[src/rtl/mbx_pkg.sv]
package mbx_pkg;
  localparam int unsigned NUM_SLOTS = 3;
  localparam int unsigned SLOT_W    = $clog2(NUM_SLOTS + 1);
  localparam logic [15:0] SEL_CODE [NUM_SLOTS] = '{16'h1700, 16'h1D00, 16'h3500};
endpackage

[src/rtl/mbx_slot_decode.sv]
module mbx_slot_decode #(
  parameter int unsigned DW = 16
) (
  input  logic                        clk_i,
  input  logic                        rst_ni,
  input  logic                        wr_i,
  input  logic [DW-1:0]               wdata_i,
  output logic [mbx_pkg::SLOT_W-1:0]  slot_o
);
  localparam int unsigned NS = mbx_pkg::NUM_SLOTS;
  localparam int unsigned SW = mbx_pkg::SLOT_W;

  logic [DW-1:0] code_q;
  logic [NS-1:0] match;

  always_ff @(posedge clk_i or negedge rst_ni) begin
    if (!rst_ni)   code_q <= '0;
    else if (wr_i) code_q <= wdata_i;
  end

  for (genvar g = 0; g < NS; g++) begin : g_match
    assign match[g] = (code_q == DW'(mbx_pkg::SEL_CODE[g]));
  end

  always_comb begin
    slot_o = SW'(NS);
    for (int i = NS - 1; i >= 0; i--) begin
      if (match[i]) slot_o = SW'(i);
    end
  end
endmodule

[src/rtl/mbx_cmd_seq.sv]
module mbx_cmd_seq #(
  parameter int unsigned EAW = 6
) (
  input  logic           clk_i,
  input  logic           rst_ni,
  input  logic           wr_i,
  input  logic           rd_i,
  input  logic [EAW-1:0] waddr_i,
  output logic           valid_o,
  output logic           pos_o,
  output logic [EAW-1:0] addr0_o,
  output logic [EAW-1:0] addr1_o
);
  logic           pos_q, valid_q;
  logic [EAW-1:0] w0_q;

  always_ff @(posedge clk_i or negedge rst_ni) begin
    if (!rst_ni) begin
      pos_q   <= 1'b0;
      valid_q <= 1'b0;
      w0_q    <= '0;
    end else if (wr_i) begin
      if (!pos_q) begin
        w0_q  <= waddr_i;
        pos_q <= 1'b1;
      end else begin
        pos_q   <= 1'b0;
        valid_q <= 1'b1;
      end
    end else if (rd_i) begin
      valid_q <= 1'b0;
    end
  end

  assign valid_o = valid_q;
  assign pos_o   = pos_q;
  assign addr0_o = w0_q;
  assign addr1_o = w0_q + EAW'(1);  // wraps modulo 2**EAW
endmodule

[src/rtl/mbx_read_mux.sv]
module mbx_read_mux #(
  parameter int unsigned DW = 16
) (
  input  logic                         clk_i,
  input  logic                         rst_ni,
  input  logic                         rd_sel_i,
  input  logic                         rd_dat_i,
  input  logic                         rd_oth_i,
  input  logic                         valid_i,
  input  logic                         slot_ok_i,
  input  logic [mbx_pkg::NUM_SLOTS-1:0] present_i,
  input  logic [DW/2-1:0]              byte0_i,
  input  logic [DW/2-1:0]              byte1_i,
  output logic [DW-1:0]                rdata_o
);
  localparam int unsigned NS = mbx_pkg::NUM_SLOTS;

  logic [DW-1:0] rdata_q;

  always_ff @(posedge clk_i or negedge rst_ni) begin
    if (!rst_ni) begin
      rdata_q <= '0;
    end else if (rd_sel_i) begin
      rdata_q <= {{(DW-NS){1'b1}}, ~present_i};
    end else if (rd_dat_i) begin
      rdata_q <= (valid_i && slot_ok_i) ? {byte0_i, byte1_i} : '1;
    end else if (rd_oth_i) begin
      rdata_q <= '0;
    end
  end

  assign rdata_o = rdata_q;
endmodule

[src/rtl/eeprom_cmd_mailbox.sv]
module eeprom_cmd_mailbox #(
  parameter int unsigned DW       = 16,
  parameter int unsigned AW       = 8,
  parameter int unsigned EAW      = 6,
  parameter logic [7:0]  OFS_SEL  = 8'h12,
  parameter logic [7:0]  OFS_DATA = 8'h42
) (
  input  logic                        clk_i,
  input  logic                        rst_ni,
  input  logic                        req_i,
  input  logic                        we_i,
  input  logic [AW-1:0]               addr_i,
  input  logic [DW-1:0]               wdata_i,
  output logic [DW-1:0]               rdata_o,
  input  logic [mbx_pkg::NUM_SLOTS-1:0] present_i,
  output logic [mbx_pkg::SLOT_W-1:0]  rom_slot_o,
  output logic [EAW-1:0]              rom_addr0_o,
  output logic [EAW-1:0]              rom_addr1_o,
  input  logic [DW/2-1:0]             rom_data0_i,
  input  logic [DW/2-1:0]             rom_data1_i
);
  localparam int unsigned NS = mbx_pkg::NUM_SLOTS;

  logic hit_sel, hit_dat;
  logic wr_sel, wr_dat, rd_sel, rd_dat, rd_oth;
  logic cmd_valid, cmd_pos, slot_ok;

  assign hit_sel = (addr_i == AW'(OFS_SEL));
  assign hit_dat = (addr_i == AW'(OFS_DATA));
  assign wr_sel  = req_i &  we_i & hit_sel;
  assign wr_dat  = req_i &  we_i & hit_dat;
  assign rd_sel  = req_i & ~we_i & hit_sel;
  assign rd_dat  = req_i & ~we_i & hit_dat;
  assign rd_oth  = req_i & ~we_i & ~hit_sel & ~hit_dat;

  mbx_slot_decode #(.DW(DW)) u_sel (
    .clk_i  (clk_i),
    .rst_ni (rst_ni),
    .wr_i   (wr_sel),
    .wdata_i(wdata_i),
    .slot_o (rom_slot_o)
  );

  mbx_cmd_seq #(.EAW(EAW)) u_cmd (
    .clk_i  (clk_i),
    .rst_ni (rst_ni),
    .wr_i   (wr_dat),
    .rd_i   (rd_dat),
    .waddr_i(wdata_i[EAW-1:0]),
    .valid_o(cmd_valid),
    .pos_o  (cmd_pos),
    .addr0_o(rom_addr0_o),
    .addr1_o(rom_addr1_o)
  );

  always_comb begin
    slot_ok = 1'b0;
    for (int i = 0; i < NS; i++) begin
      if (rom_slot_o == mbx_pkg::SLOT_W'(i)) slot_ok = present_i[i];
    end
  end

  mbx_read_mux #(.DW(DW)) u_rd (
    .clk_i    (clk_i),
    .rst_ni   (rst_ni),
    .rd_sel_i (rd_sel),
    .rd_dat_i (rd_dat),
    .rd_oth_i (rd_oth),
    .valid_i  (cmd_valid),
    .slot_ok_i(slot_ok),
    .present_i(present_i),
    .byte0_i  (rom_data0_i),
    .byte1_i  (rom_data1_i),
    .rdata_o  (rdata_o)
  );
endmodule

[config.mk]
export PLATFORM = sky130hd
export DESIGN_NAME = eeprom_cmd_mailbox
export DESIGN_NICKNAME = d
export VERILOG_FILES = /design/src/rtl/mbx_pkg.sv /design/src/rtl/mbx_slot_decode.sv /design/src/rtl/mbx_cmd_seq.sv /design/src/rtl/mbx_read_mux.sv /design/src/rtl/eeprom_cmd_mailbox.sv
export SDC_FILE = /design/constraint.sdc
export NUM_CORES = 1
export LEC_CHECK = 0
export ABC_AREA = 0
export BUFFER_PORTS_ARGS = -buffer_cell sky130_fd_sc_hd__buf_2
export CORE_ASPECT_RATIO = 2
export CORE_MARGIN = 2
export CORE_UTILIZATION = 50
export CTS_BUF_LIST = sky130_fd_sc_hd__clkbuf_8 sky130_fd_sc_hd__clkbuf_16
export CTS_CLUSTER_DIAMETER = 80
export DETAILED_ROUTE_END_ITERATION = 10
export HOLD_SLACK_MARGIN = 0.03
export PLACE_DENSITY = 0.91
export SLEW_MARGIN = 40
export SYNTH_ARGS = -nofsm -noshare
export SYNTH_HDL_FRONTEND = slang
export SYNTH_SLANG_ARGS = --single-unit
[constraint.sdc]
create_clock -name clk_i -period 5 [get_ports clk_i]
set_input_delay 0.75 -clock clk_i [delete_from_list [all_inputs] [get_ports clk_i]]
set_output_delay 0.75 -clock clk_i [all_outputs]
set_load 0.01 [all_outputs]
==> results of run 1 <==
## kinds of logic after synthesis
kind of cell    after synthesis
compound gates               20
xor+xnor                      6
flops                        40
buf+inv                       9
fa+ha+maj                     1
simple gates                 68
mux                          22
## worst max path at each step
| stage | startpoint | to | slack, ns |
|---|---|---|---|
| 2_1_floorplan | addr_i[5] | u_cmd.addr0_o[0] | 2.53 |
| 3_3_place_gp | addr_i[5] | u_cmd.addr0_o[3] | 2.04 |
| 3_5_place_dp | addr_i[5] | u_cmd.addr0_o[4] | 1.99 |
| 4_1_cts | addr_i[5] | u_cmd.addr0_o[0] | 2.29 |
| 5_1_grt | addr_i[5] | u_cmd.addr0_o[0] | 2.19 |
| 6_report | addr_i[5] | u_cmd.addr0_o[0] | 2.30 |
## critical path, stage by stage
cell	delay [ns]
buf_2	0.10
or4_4	0.56
nor3_4	0.61
nand3_1	0.27
nor2_4	0.22
mux2_2	0.36
## state kept, by name, indices dropped and copies added (netlist names)
| name | cells |
|---|---|
| u_cmd.valid_o | 1 |
| u_cmd.pos_o | 1 |
| u_rd.rdata_o | 16 |
| u_sel.code_q | 16 |
| u_cmd.addr0_o | 6 |
## routing by layer
layer | global-route usage (%) | vias up
met4 | 9.68 | 0
met2 | 36.2 | 72
met1 | 19.4 | 738
met3 | 3.90 | 12
li1 | - | 747
met5 | 0 | -
## area by class of cell
class,count,area [sq um]
Multi-Input combinational cell,117,901
Timing Repair Buffer,77,408
Fill cell,310,1330
Tap cell,51,63.8
Clock inverter,2,10.0
Inverter,2,7.51
Sequential cell,40,1000
Clock buffer,6,82.6
## power by group
group          switching [mW]  total [mW]  internal [mW]  leakage, nW
clock                   0.105       0.215          0.110       0.0510
sequential            0.00702       0.341          0.334        0.547
combinational          0.0351      0.0684         0.0333        0.793
## cell usage in the layout (no fill, tap or decap), types with 2 or more instances in the layout
cell        n
inv_1       2
o2111ai_1   4
clkinv_2    2
a31oi_1     2
or4_4       2
nand3_1    16
nand2b_1    2
o21ai_0     4
dfrtp_1    40
a21oi_1     5
nand2_1    14
or4_1       2
and2b_1     2
nor2b_1     2
nor2_1      9
xnor2_1     4
nor4b_1     2
clkbuf_8    6
xor2_1      2
o21ai_2     2
buf_2      76
nand3_2     8
mux2_2     22
## Yosys cell counts, types with 2 or more instances
master | n | share of area (%)
and2b_1 | 2 | 0.77
clkbuf_1 | 4 | 0.77
nand2_1 | 14 | 2.7
mux2_2 | 22 | 13
inv_1 | 2 | 0.39
nand2b_1 | 2 | 0.64
xor2_1 | 2 | 0.90
or4_1 | 2 | 0.77
or4_4 | 2 | 1.2
nor4b_1 | 2 | 0.90
nand3_1 | 16 | 4.1
o2111ai_1 | 4 | 1.8
nor2_1 | 9 | 1.7
xnor2_1 | 4 | 1.8
dfrtp_1 | 40 | 51
o21ai_0 | 4 | 1.0
o21ai_2 | 2 | 0.90
nand3_2 | 8 | 4.1
buf_6 | 2 | 1.2
a21oi_1 | 5 | 1.3
a31oi_1 | 2 | 0.64
nor2b_1 | 3 | 0.96
## per-stage QoR
stage,setup slack (ns),total power [mW],utilization (%)
floorplan,2.53,0.376,-
global route,2.19,0.653,65.0
CTS,2.29,0.632,65.0
detailed placement,1.99,0.417,62.6
global placement,2.04,0.413,61.8
finish,2.30,0.624,65.0
==> metrics.yaml, run 1 <==
power:
  pwr_density_cell_nw_per_um2: 252
  ir_drop_mv: 0.205
  p_leak_nw: 1.39
final_layout:
  areaGrowthSynthToFinish_pct: 26.9
  nets: 291
  diodes: 0
  fin_cells: 295
  fin_area_sq_um: 2470
  drive_gt1_share_pct: 52.9
critical_path:
  cp.required_ns: 5.17
  crit_type: "input pin to flip-flop"
  rrSetupSlack_ns: 2.47
  critPathLaunchType: "input pin"
  crit_path_end_kind: "flip-flop"
  rr_startpoint: "u_sel.code_q[5]"
  cp_max_fo: 19
  cp.arrival_ns: 2.87
  r2r-end: "u_rd.rdata_o[3]"
  reg2regPathDepth: 5
die:
  initial_utilization_pct: 51.3
  boundaryPins: 77
  fp.dieH_um: 92.3
  rows: 32
  die-width_um: 48.2
  die_area_sq_um: 4440
  core-area_sq_um: 3800
synthesis:
  syn_inst: 166
  netlist_area_sq_um: 1950
  syn_area_per_cell_sq_um: 11.7
  synth_top_family_by_area: "simple AND/OR/NAND/NOR gates"
  ys_ff_latch: 40
  yosysUniqueCellTypes: 35
  synth_compound_area_share_pct: 7.70
  synth_fp_nets: 214
  synth-async-reset-ratio_pct: 100
  synth_fa_ha_area_share_pct: 0.642
  ys_seq_area_share_pct: 51.3
  synth_xor_area_share_pct: 2.70
  synth_mux_area_share_pct: 12.7
  synth_warnings: 0
  yosys.area_share.simple_pct: 22.3
  synth-edff-count: 0
  ys.flop_type: "dfrtp_1"
detailed_routing:
  drc: 0
  dr.pass1.iters: 4
  wl_met2_um: 2360
  route.met3.wl_um: 212
  routed.top_layer: "met4"
  totalWireLength_um: 4100
  avgViaCountPerCell: 5.32
  m1WireLength_um: 1410
  detail-route-antenna-nets: 0
  wl_per_cell_um: 13.9
  vias: 1569
  drtIter0Drc: 11
sta:
  timing.final.crit_share_pct: 54.1
  hold_viol: 0
  report.final.slew_viol_count: 0
  whs_ns: 0.411
  fmax_ghz: 0.370
  fin_worst_skew_ns: 0.00723
  tns_ns: 0
  period_needed_ns: 2.70
  rsz0062_at_grt: "false"
  max_slew_margin_pct: 47.5
  setup_viol: 0
  max_slew.worst_pin.slew_ns: 0.783
placed_design:
  dp_hpwl_um: 3360
  portBuffers: 76
  gp_congestion: 0.877
  place_area_sq_um: 2380
  placedCellCount: 287
global_route:
  grt_first_pass_wirelength_um: 6530
  grt-ovfl-total: 0
  antenna_found_initial: 0
  grt_start_max_net_pins: 23
  grtUsageTotal_pct: 20.1
  grt_pass1_vias: 1557
min_path:
  hp-class: "input pin to asynchronous set/reset pin"
clocking:
  hold_buffers: 0
  cts_setup_buffers: 0
  clockRootBuffer: "clkbuf_8"
  clock_sinks: 40
  cts_max_level: 2
  worstSkewPairLatency_ns: 0.29
  cts_buffer_depth: 2
  cts_made_buffers: 5
  cts.repair.resized: 0
  cts_tree: "built"
  cts.clk_slew.worst_paths_ns: 0.07
outcome:
  status: "finished clean"
run:
  maxCapViolations: 0
(Power assumes the default switching activity.)
==> run 2: changes to the inputs <==
--- a/config.mk
+++ b/config.mk
@@ -9,12 +9,12 @@
 export BUFFER_PORTS_ARGS = -buffer_cell sky130_fd_sc_hd__buf_2
 export CORE_ASPECT_RATIO = 2
 export CORE_MARGIN = 2
-export CORE_UTILIZATION = 50
+export CORE_UTILIZATION = 43
 export CTS_BUF_LIST = sky130_fd_sc_hd__clkbuf_8 sky130_fd_sc_hd__clkbuf_16
 export CTS_CLUSTER_DIAMETER = 80
 export DETAILED_ROUTE_END_ITERATION = 10
 export HOLD_SLACK_MARGIN = 0.03
-export PLACE_DENSITY = 0.91
+export PLACE_DENSITY = 0.84
 export SLEW_MARGIN = 40
 export SYNTH_ARGS = -nofsm -noshare
 export SYNTH_HDL_FRONTEND = slang
==> constraint.sdc (replaced) <==
create_clock -name clk_i -period 2.3 [get_ports clk_i]
set_input_delay 0.345 -clock clk_i [delete_from_list [all_inputs] [get_ports clk_i]]
set_output_delay 0.345 -clock clk_i [all_outputs]
set_load 0.01 [all_outputs]
==> run 2 against run 1 <==
Compared with the run above: register-to-register slack worse by 2.2 ns; sequential cell count stayed put; combinational power is 120% higher; largest cell class unchanged; worst setup slack worse by 2.2 ns; die area is 15% higher; final area is 4.8% higher; utilization is 5.3 points lower; global-route usage is 0.13 points lower.
==> metrics.yaml, run 2 (synthesis results as in run 1) <==
outcome:
  status: "finished clean"  # unchanged
sta:
  period_needed_ns: 2.17
  setup_viol: 0  # unchanged
  fin_worst_skew_ns: 0.00268  # was 0.00723 ns
  fmax_ghz: 0.461
  report.final.slew_viol_count: 0  # unchanged
  max_slew.worst_pin.slew_ns: 0.490  # was 0.783 ns
  rsz0062_at_grt: "false"  # unchanged
  max_slew_margin_pct: 67.3  # was 47.5%
  timing.final.crit_share_pct: 94.3
  hold_viol: 0  # unchanged
power:
  pwr_density_cell_nw_per_um2: 599  # was 252 nW/um^2
  p_seq_share_pct: 47.9  # was 54.7%
  combPwrFrac_pct: 9.7  # was 11.0%
  ir_drop_mv: 0.510  # was 0.205 mV
  switching_power_mw: 0.326  # was 0.147 mW
  finalPower_mw: 1.55  # was 0.624 mW
  pwr-share-clk_pct: 42.4  # was 34.4%
  p_leak_nw: 1.46  # was 1.39 nW
  p_int_mw: 1.23  # was 0.478 mW
  p_sw_share_pct: 21.0  # was 23.5%
final_layout:
  diodes: 0  # unchanged
  drive_gt1_share_pct: 54.5  # was 52.9%
  areaGrowthSynthToFinish_pct: 33.0  # was 26.9%
  final_cell_mix: "75 x buf_2, 40 x dfrtp_1, 22 x mux2_2"  # was 76 x buf_2, 40 x dfrtp_1, 22 x mux2_2
  final_common_cell: "buf_2"  # unchanged
  fin_cells: 307  # was 295
  nets: 301  # was 291
  fin_area_sq_um: 2590  # was 2470 sq um
detailed_routing:
  vias: 1588  # was 1569
  wl_per_cell_um: 15.2  # was 13.9 um
  dr.pass1.iters: 4  # unchanged
  detail-route-antenna-nets: 0  # unchanged
  avgViaCountPerCell: 5.17  # was 5.32
  drc: 0  # unchanged
  drtIter0Drc: 26  # was 11
  totalWireLength_um: 4670  # was 4100 um
critical_path:
  cp_max_fo: 3  # was 19
  crit_path_end_kind: "output port"  # was flip-flop
  critPathLaunchType: "flip-flop"  # was input pin
  cp.arrival_ns: 1.82  # was 2.87 ns
  cp.required_ns: 1.96  # was 5.17 ns
  crit_type: "flip-flop to output port"  # was input pin to flip-flop
clocking:
  cts_max_level: 2  # unchanged
  cts_tree: "built"  # unchanged
  hold_buffers: 0  # unchanged
  cts_buffer_depth: 2  # unchanged
  cts.clk_slew.worst_paths_ns: 0.07  # about the same
  worstSkewPairLatency_ns: 0.29  # about the same
  clock_sinks: 40  # unchanged
  cts_made_buffers: 5  # unchanged
  clockRootBuffer: "clkbuf_8"  # unchanged
placed_design:
  dp_hpwl_um: 3610  # was 3360 um
  gp_congestion: 0.792  # was 0.877
  placedCellCount: 295  # was 287
  place_area_sq_um: 2400  # was 2380 sq um
  portBuffers: 76  # unchanged
die:
  initial_utilization_pct: 44.9  # was 51.3%
  core-area_sq_um: 4340  # was 3800 sq um
  die_area_sq_um: 5120  # was 4440 sq um
  fp.dieH_um: 99.2  # was 92.3 um
  boundaryPins: 77  # unchanged
  rows: 34  # was 32
  die-width_um: 51.6  # was 48.2 um
min_path:
  hp-class: "input pin to asynchronous set/reset pin"  # unchanged
global_route:
  grt-ovfl-total: 0  # unchanged
  grt_first_pass_wirelength_um: 7550  # was 6530 um
  antenna_found_initial: 0  # unchanged
  grt_start_max_net_pins: 41  # was 23
  grt_pass1_vias: 1642  # was 1557
  grtUsageTotal_pct: 19.9  # was 20.1%
run:
  maxCapViolations: 0  # unchanged
## run 2: changes by cell type in the layout (fill, tap and decap cells not counted), sizes merged
cell	change
buf	+10
clkbuf	-1
bufinv	+2
clkinv	-2
## run 2: critical path, cell delays in order, from the launching register on
cell and delay [ns]:
dfrtp_1 0.38, or4_1 0.58, nor4b_1 0.30, o21ai_0 0.12, buf_2 0.16
## run 2: power by group through the flow
stage | Sequential [mW] | Combinational [mW] | Clock, mW
floorplan | 0.762 | 0.0568 | 0
global placement | 0.755 | 0.148 | 0
detailed placement | 0.757 | 0.152 | 0
CTS | 0.743 | 0.153 | 0.671
global route | 0.746 | 0.169 | 0.693
finish | 0.743 | 0.151 | 0.657
## run 2: per-stage QoR
stage               hold WS, ns  worst slack [ns]  TNS (ns)  util, %
floorplan                0.0494             0.240         0        -
global placement          0.473           -0.0558    -0.164     55.3
detailed placement        0.345            -0.145    -0.581     55.4
CTS                      0.0300            0.0332         0     58.5
global route             0.0562            0.0494         0     59.7
finish                   0.0135             0.131         0     59.7
## run 2: cell type report
type                       instances  area, sq um
tap                               54         67.6
multi-input combinational        117          910
sequential                        40         1000
timing repair buffer              87          478
clock inverter                     2         60.1
inverter                           2         7.51
clock buffer                       5         68.8
fill                             384         1750
## run 2: worst paths after layout
path                             startpoint          endpoint  slack [ns]  cells past startpoint
max                         u_sel.code_q[1]     rom_slot_o[1]        0.13                      4
min                                  rst_ni  u_cmd.addr0_o[4]        0.01                      1
max reg2reg                 u_sel.code_q[1]  u_rd.rdata_o[15]        0.24                      6
min reg2reg                u_rd.rdata_o[15]  u_rd.rdata_o[15]        0.49                      2
max in group asynchronous            rst_ni   u_rd.rdata_o[0]        1.95                      1
min in group clk_i               wdata_i[8]   u_sel.code_q[8]        0.28                      2
## run 2: timing repair
item                       CTS  global route
buffers inserted             0             5
setup endpoints to repair   13            14
pin swaps                    0             1
hold endpoints to repair     0             0
gates resized for setup      1             1
## run 2: metal layers
metal / share of wire [%] / routed length (um) / vias up / GRT usage [%]
met1: 33 / 1550 / 759 / 19.5
met3: 5.5 / 257 / 8 / 4.50
met5: 0 / 0 / - / 0
li1: - / - / 766 / -
met4: 1.9 / 87 / 0 / 8.91
met2: 59 / 2780 / 55 / 37.6
